`src/rtl/conv_rdport_pkg.sv`:
```
package conv_rdport_pkg;
   typedef enum logic [1:0] {
      BW_FULL = 2'd0,
      BW_WORD = 2'd1,
      BW_BYTE = 2'd2,
      BW_ALT  = 2'd3
   } bus_width_e;
endpackage

```
`src/rtl/conv_rdport_capture.sv`:
```
module conv_rdport_capture #(
   parameter int RES_W = 18
) (
   input  logic             clk,
   input  logic             rst,
   input  logic             busy_i,
   input  logic [RES_W-1:0] conv_data_i,
   output logic [RES_W-1:0] result_o
);
   logic busy_q;

   always_ff @(posedge clk) begin
      if (rst) begin
         busy_q   <= 1'b0;
         result_o <= '0;
      end else begin
         busy_q <= busy_i;
         if (busy_q && !busy_i)
            result_o <= conv_data_i;
      end
   end
endmodule

```
`src/rtl/conv_rdport_slicer.sv`:
```
// Cuts a result word into MSB-first lanes; the tail lane is right-aligned
// and zero padded. The lane picked by the address clamps to the last one.
module conv_rdport_slicer #(
   parameter int RES_W  = 18,
   parameter int LANE_W = 8,
   parameter int NLANES = (RES_W + LANE_W - 1) / LANE_W,
   parameter int SEL_W  = (NLANES > 1) ? $clog2(NLANES) : 1
) (
   input  logic [RES_W-1:0]  result_i,
   input  logic [SEL_W-1:0]  sel_i,
   output logic [LANE_W-1:0] lane_o
);
   logic [NLANES-1:0][LANE_W-1:0] lanes;
   logic [SEL_W-1:0]              idx;

   for (genvar i = 0; i < NLANES; i++) begin : g_lane
      localparam int TOP = RES_W - 1 - i * LANE_W;
      localparam int BOT = (TOP - LANE_W + 1 < 0) ? 0 : TOP - LANE_W + 1;
      localparam int W   = TOP - BOT + 1;
      if (W == LANE_W) begin : g_full
         assign lanes[i] = result_i[TOP:BOT];
      end else begin : g_tail
         assign lanes[i] = {{(LANE_W - W){1'b0}}, result_i[TOP:BOT]};
      end
   end

   if ((2 ** SEL_W) > NLANES) begin : g_clamp
      always_comb begin
         idx = sel_i;
         if (int'(sel_i) >= NLANES)
            idx = SEL_W'(NLANES - 1);
      end
   end else begin : g_noclamp
      assign idx = sel_i;
   end

   assign lane_o = lanes[idx];
endmodule

```
`src/rtl/conv_rdport_window.sv`:
```
module conv_rdport_window #(
   parameter int CONV_CYCLES = 8
) (
   input  logic clk,
   input  logic rst,
   input  logic busy_i,
   input  logic read_i,
   output logic late_o
);
   localparam int CNT_W = $clog2(CONV_CYCLES + 1);
   localparam int HALF  = CONV_CYCLES / 2;

   logic [CNT_W-1:0] phase_q;

   always_ff @(posedge clk) begin
      if (rst || !busy_i)
         phase_q <= '0;
      else if (int'(phase_q) < CONV_CYCLES)
         phase_q <= phase_q + 1'b1;
   end

   assign late_o = !rst && busy_i && read_i && (int'(phase_q) >= HALF);
endmodule

```
`src/rtl/conv_rdport.sv`:
```
module conv_rdport #(
   parameter int RES_W       = 18,
   parameter int WORD_W      = 16,
   parameter int BYTE_W      = 8,
   parameter int ADDR_W      = 2,
   parameter int CONV_CYCLES = 8
) (
   input  logic              clk,
   input  logic              rst,
   input  logic              busy_i,
   input  logic [RES_W-1:0]  conv_data_i,
   input  logic              cs_n_i,
   input  logic              rd_n_i,
   input  logic [1:0]        width_i,
   input  logic [ADDR_W-1:0] addr_i,
   output logic [RES_W-1:0]  data_o,
   output logic              oe_o,
   output logic              late_o
);
   import conv_rdport_pkg::*;

   localparam int NWORDS = (RES_W + WORD_W - 1) / WORD_W;
   localparam int NBYTES = (RES_W + BYTE_W - 1) / BYTE_W;
   localparam int WSEL_W = (NWORDS > 1) ? $clog2(NWORDS) : 1;
   localparam int BSEL_W = (NBYTES > 1) ? $clog2(NBYTES) : 1;

   if (!(RES_W > WORD_W && WORD_W > BYTE_W && BYTE_W > 0)) begin : g_bad_width
      $error("conv_rdport: need RES_W > WORD_W > BYTE_W > 0");
   end
   if (ADDR_W < BSEL_W || ADDR_W < WSEL_W) begin : g_bad_addr
      $error("conv_rdport: ADDR_W too narrow for the lane count");
   end
   if (CONV_CYCLES < 2) begin : g_bad_conv
      $error("conv_rdport: CONV_CYCLES must be at least 2");
   end

   logic [RES_W-1:0]  result;
   logic [WORD_W-1:0] word_lane;
   logic [BYTE_W-1:0] byte_lane;
   logic [RES_W-1:0]  bus_val;
   logic              read_act;

   conv_rdport_capture #(.RES_W(RES_W)) u_cap (
      .clk         (clk),
      .rst         (rst),
      .busy_i      (busy_i),
      .conv_data_i (conv_data_i),
      .result_o    (result)
   );

   conv_rdport_slicer #(.RES_W(RES_W), .LANE_W(WORD_W)) u_word (
      .result_i (result),
      .sel_i    (addr_i[WSEL_W-1:0]),
      .lane_o   (word_lane)
   );

   conv_rdport_slicer #(.RES_W(RES_W), .LANE_W(BYTE_W)) u_byte (
      .result_i (result),
      .sel_i    (addr_i[BSEL_W-1:0]),
      .lane_o   (byte_lane)
   );

   always_comb begin
      case (bus_width_e'(width_i))
         BW_WORD: bus_val = RES_W'(word_lane);
         BW_BYTE: bus_val = RES_W'(byte_lane);
         default: bus_val = result;
      endcase
   end

   assign read_act = !cs_n_i && !rd_n_i;
   assign oe_o     = read_act && !rst;
   assign data_o   = oe_o ? bus_val : '0;

   conv_rdport_window #(.CONV_CYCLES(CONV_CYCLES)) u_win (
      .clk    (clk),
      .rst    (rst),
      .busy_i (busy_i),
      .read_i (read_act),
      .late_o (late_o)
   );
endmodule

```
`config.mk`:
```
export PLATFORM = sky130hd
export DESIGN_NAME = conv_rdport
export DESIGN_NICKNAME = d
export VERILOG_FILES = /design/src/rtl/conv_rdport_pkg.sv /design/src/rtl/conv_rdport_capture.sv /design/src/rtl/conv_rdport_slicer.sv /design/src/rtl/conv_rdport_window.sv /design/src/rtl/conv_rdport.sv
export SDC_FILE = /design/constraint.sdc
export NUM_CORES = 1
export LEC_CHECK = 0
export CAP_MARGIN = 20
export CORE_MARGIN = 2
export CORE_UTILIZATION = 23
export DETAILED_ROUTE_END_ITERATION = 7
export GPL_ROUTABILITY_DRIVEN = 0
export REMOVE_ABC_BUFFERS = 1
export SLEW_MARGIN = 20
export SYNTH_ARGS = -nofsm -noshare
export SYNTH_HDL_FRONTEND = slang
export SYNTH_HIERARCHICAL = 1
export SYNTH_SLANG_ARGS = --single-unit
```
`constraint.sdc`:
```
create_clock -name clk -period 1.9 [get_ports clk]
set_input_delay 0.38 -clock clk [delete_from_list [all_inputs] [get_ports clk]]
set_output_delay 0.38 -clock clk [all_outputs]
set_load 0.03 [all_outputs]
```
==> flow_metrics.py <==
metrics = {
    "synthesis": {
        "synth-simple-area-share": 0.4115,
        "ys_seq_area_frac": 0.2680,
        "synth-compound-area-share": 0.1479,
        "synth_cell_type_count": 32,
        "syn_area_per_cell_um2": 8.504,
        "synth_area_mm2": 0.001718,
        "synth_top_family_by_area": "simple AND/OR/NAND/NOR gates",
        "synth_cells": 202,
        "synth_seq_cells": 23,
        "synth.area.mux_share": 0.06555,
        "yosysWarningCount": 6,
        "synth-adder-area-share": 0.02185,
        "synth_xor_area_frac": 0.01020,
    },
    "detailed_routing": {
        "wl_per_cell_um": 16.96,
        "drcViolationCount": 0,
        "drt-total-wl_um": 6088,
        "viasPerCell": 4.900,
        "via_count": 1759,
        "drt_iter0_drc": 134,
        "first_pass_iters": 4,
        "ant_nets": 0,
    },
    "status": {
        "status": "complete, no violations",
    },
    "global_route": {
        "grt_use_met1": 0.2059,
        "grt-busiest-layer": "met1",
        "gr-total-overflow": 0,
        "grt_pass1_vias": 1725,
        "antenna_found_initial": 0,
        "grt_usage": 0.1418,
        "grt_pass1_wl_um": 9273,
        "grt_start_max_net_pins": 38,
        "met2_usage": 0.1949,
        "use_met3": 0.02755,
    },
    "power_and_ir_drop": {
        "seqPwrFrac": 0.411,
        "combPwrFrac": 0.327,
        "swShare": 0.3170,
        "leakage_nw": 1.034,
        "p_total_w": 0.001260,
        "power.internal_w": 0.0008602,
        "peakVddDrop_v": 0.0003515,
        "pwr-share-clk": 0.262,
        "p_sw_w": 0.0003993,
        "p_per_area_mw_per_mm2": 446.4,
    },
    "worst_setup_path": {
        "criticalPathCategory": "primary input to output port",
        "worstSetupEndpointType": "output port",
        "critPathSlowestCell": "a221oi_4",
        "startpoint_type": "primary input",
        "cp.required_ns": 1.52,
        "critPathTopFamily": "compound AO/OA/AOI/OAI gates",
        "critPathBufInv": 3,
        "crit_arrival_ns": 1.50,
        "cpPeakStageDelay_ns": 0.32,
        "crit_top_cell": "buf_6",
        "crit_path_max_fanout": 6,
        "crit_chain": "buf_6 -> buf_12 -> mux2i_4 -> o21ai_2 -> a221oi_4 -> nor3_4 -> buf_6",
    },
    "place": {
        "port_buffers": 46,
        "place_hpwl_um": 3555,
        "placed_cell_area_mm2": 0.002282,
        "dp_cells": 346,
        "pre_cts_ws_ns": -0.4541,
    },
    "clocking": {
        "clock_path_buffers": 2,
        "clock_sinks": 23,
        "clk_pin_slew_ns": 0.09,
        "cts_made_buffers": 3,
        "clock_latency_ns": 0.27,
        "hold_buffers": 0,
        "cts_tree": "built",
        "htree_levels": 1,
        "clockRootBuffer": "clkbuf_8",
    },
    "timing": {
        "period_needed_ns": 1.876,
        "tightest_slew_ns": 0.2802,
        "max_clock_freq_ghz": 0.5329,
        "clock_skew_ns": 0.001598,
        "setup_viol": 0,
        "slew_headroom": 0.8132,
        "maxSlewViolCount": 0,
        "finalWorstSetupSlack_ns": 0.02358,
        "finalHoldViolCount": 0,
        "hold_slack_ns": 0.5102,
        "fin_crit_sh": 0.9876,
    },
    "floorplanning": {
        "die_h_um": 90.43,
        "ios": 47,
        "fp.dieW_um": 90.43,
        "placementRows": 31,
        "core_mm2": 0.007253,
        "dieArea_mm2": 0.008177,
        "initial_core_util": 0.2368,
    },
    "cells_and_area": {
        "n_fill_cell": 712,
        "finish.net_count": 291,
        "area_delta_synth_final_pct": 64.24,
        "antenna_cells": 0,
        "seq_area_um2": 461.7,
        "fin_cells": 359,
        "drive_above_1_share": 0.4077,
        "finish.instance_area_mm2": 0.002821,
        "multi_input_area_mm2": 0.001435,
    },
    "job": {
        "drv_cap": 0,
    },
    "min_path": {
        "hp-class": "flip-flop to flip-flop",
    },
}
[logic make-up after synthesis]
kind of cell	count (synthesis)
xor gates and xnor gates	2
AOI/OAI and AO/OA	37
DFF	23
and+or+nand+nor	104
muxes	11
buffers and inverters	22
adders and majority gates	3
[state kept, by name (all words and copies together), names as in the netlist]
name	flops
u_cap/busy_q	1
u_cap/result_o	18
u_win/phase_q	4
[cells in the final DEF (no fill, tap or decap), types with 2 or more instances in the layout]
master / synthesis / final
dfxtp_1: 23 / 22
mux2i_1: 9 / 8
nor2b_1: 22 / 21
a221oi_4: 0 / 5
buf_16: 0 / 2
o21ai_2: 10 / 12
nand2_1: 10 / 10
nor3_2: 2 / 4
o21ai_1: 4 / 2
ha_1: 3 / 2
nand4bb_1: 14 / 14
buf_2: 0 / 6
buf_12: 0 / 2
clkdlybuf4s50_1: 0 / 19
o21ai_0: 6 / 6
clkbuf_8: 0 / 3
buf_6: 5 / 17
or4bb_1: 4 / 4
nor2_1: 12 / 12
nand2b_1: 19 / 19
and3_4: 0 / 2
inv_2: 1 / 2
buf_4: 2 / 24
a21oi_4: 0 / 8
nand3b_1: 8 / 8
and2b_1: 2 / 2
a221oi_2: 0 / 3
nor3_4: 0 / 4
mux2_2: 2 / 2
[worst paths after layout]
check | endpoint | startpoint | slack, ns | cells after the start
max | data_o[1] | addr_i[0] | 0.02 | 7
min | u_cap/result_o[0] | u_cap/result_o[0] | 0.51 | 2
max reg2reg | u_cap/result_o[1] | u_cap/busy_q | 0.67 | 3
min reg2reg | u_cap/result_o[0] | u_cap/result_o[0] | 0.51 | 2
[power groups by stage]
stage / Clock, W / Combinational [W] / Sequential, W
after global routing: 0.000352 / 0.000436 / 0.000520
after floorplan: 0 / 0.000132 / 0.000523
after global placement: 0 / 0.000282 / 0.000526
final: 0.000330 / 0.000412 / 0.000518
after CTS: 0.000333 / 0.000384 / 0.000515
after detailed placement: 0 / 0.000285 / 0.000526
[worst reg2reg max path, delay by kind of cell (launching register included)]
| family | cells | cell delay (ns) |
|---|---|---|
| AO/OA/AOI/OAI | 1 | 0.08 |
| buffers and inverters | 1 | 0.23 |
| flip-flops | 1 | 0.45 |
| AND/OR/NAND/NOR | 1 | 0.41 |
[cells in the mapped netlist (all sizes together)]
library cell  number  area (um^2)
or3                1        6.260
nor2b             23        146.4
dfxtp             23        460.4
nor3               8        50.05
a31oi              1        6.260
nand2b            19        118.9
and3               2        12.51
and2b              2        15.01
nand3b             8        60.06
xnor2              1        8.760
nand2             10        37.54
nor3b              1        12.51
a21oi              8        40.04
xor2               1        8.760
ha                 3        37.54
nor2              12        45.04
mux2i              9        90.09
inv                3        11.26
buf                7        71.31
o21ai             20        137.6
a221oi             8        70.07
mux2               2        22.52
nand4bb           14        157.7
or4bb              4        45.04
clkbuf            12        46.29
[area by class of cell]
type,count,area share
multi-input cells,157,0.5086
repair buffers,73,0.2634
flip-flops and latches,23,0.1636
well taps,99,0.04390
clock buffers,3,0.01463
inverters,3,0.003991
clock inverters,1,0.001774
[metal layers]
metal	routed length, um	vias up
met5	0	-
met4	148	0
met3	247	10
met2	2711	52
met1	2981	861
li1	-	836
[stage by stage]
stage	utilization	TNS (ns)
floorplan	-	-3.636
global placement	0.3146	-7.682
detailed placement	0.3146	-7.573
CTS	0.3785	0
global route	0.3890	-0.06641
finish	0.3890	0
[timing repair]
action	4_1_cts	5_1_grt
gates cloned	6	0
hold endpoints to repair	0	0
resized for setup	83	20
pin swaps	13	10
buffers inserted	4	0
setup endpoints to repair	20	16
Note: power is estimated with default switching activity, not from simulation.
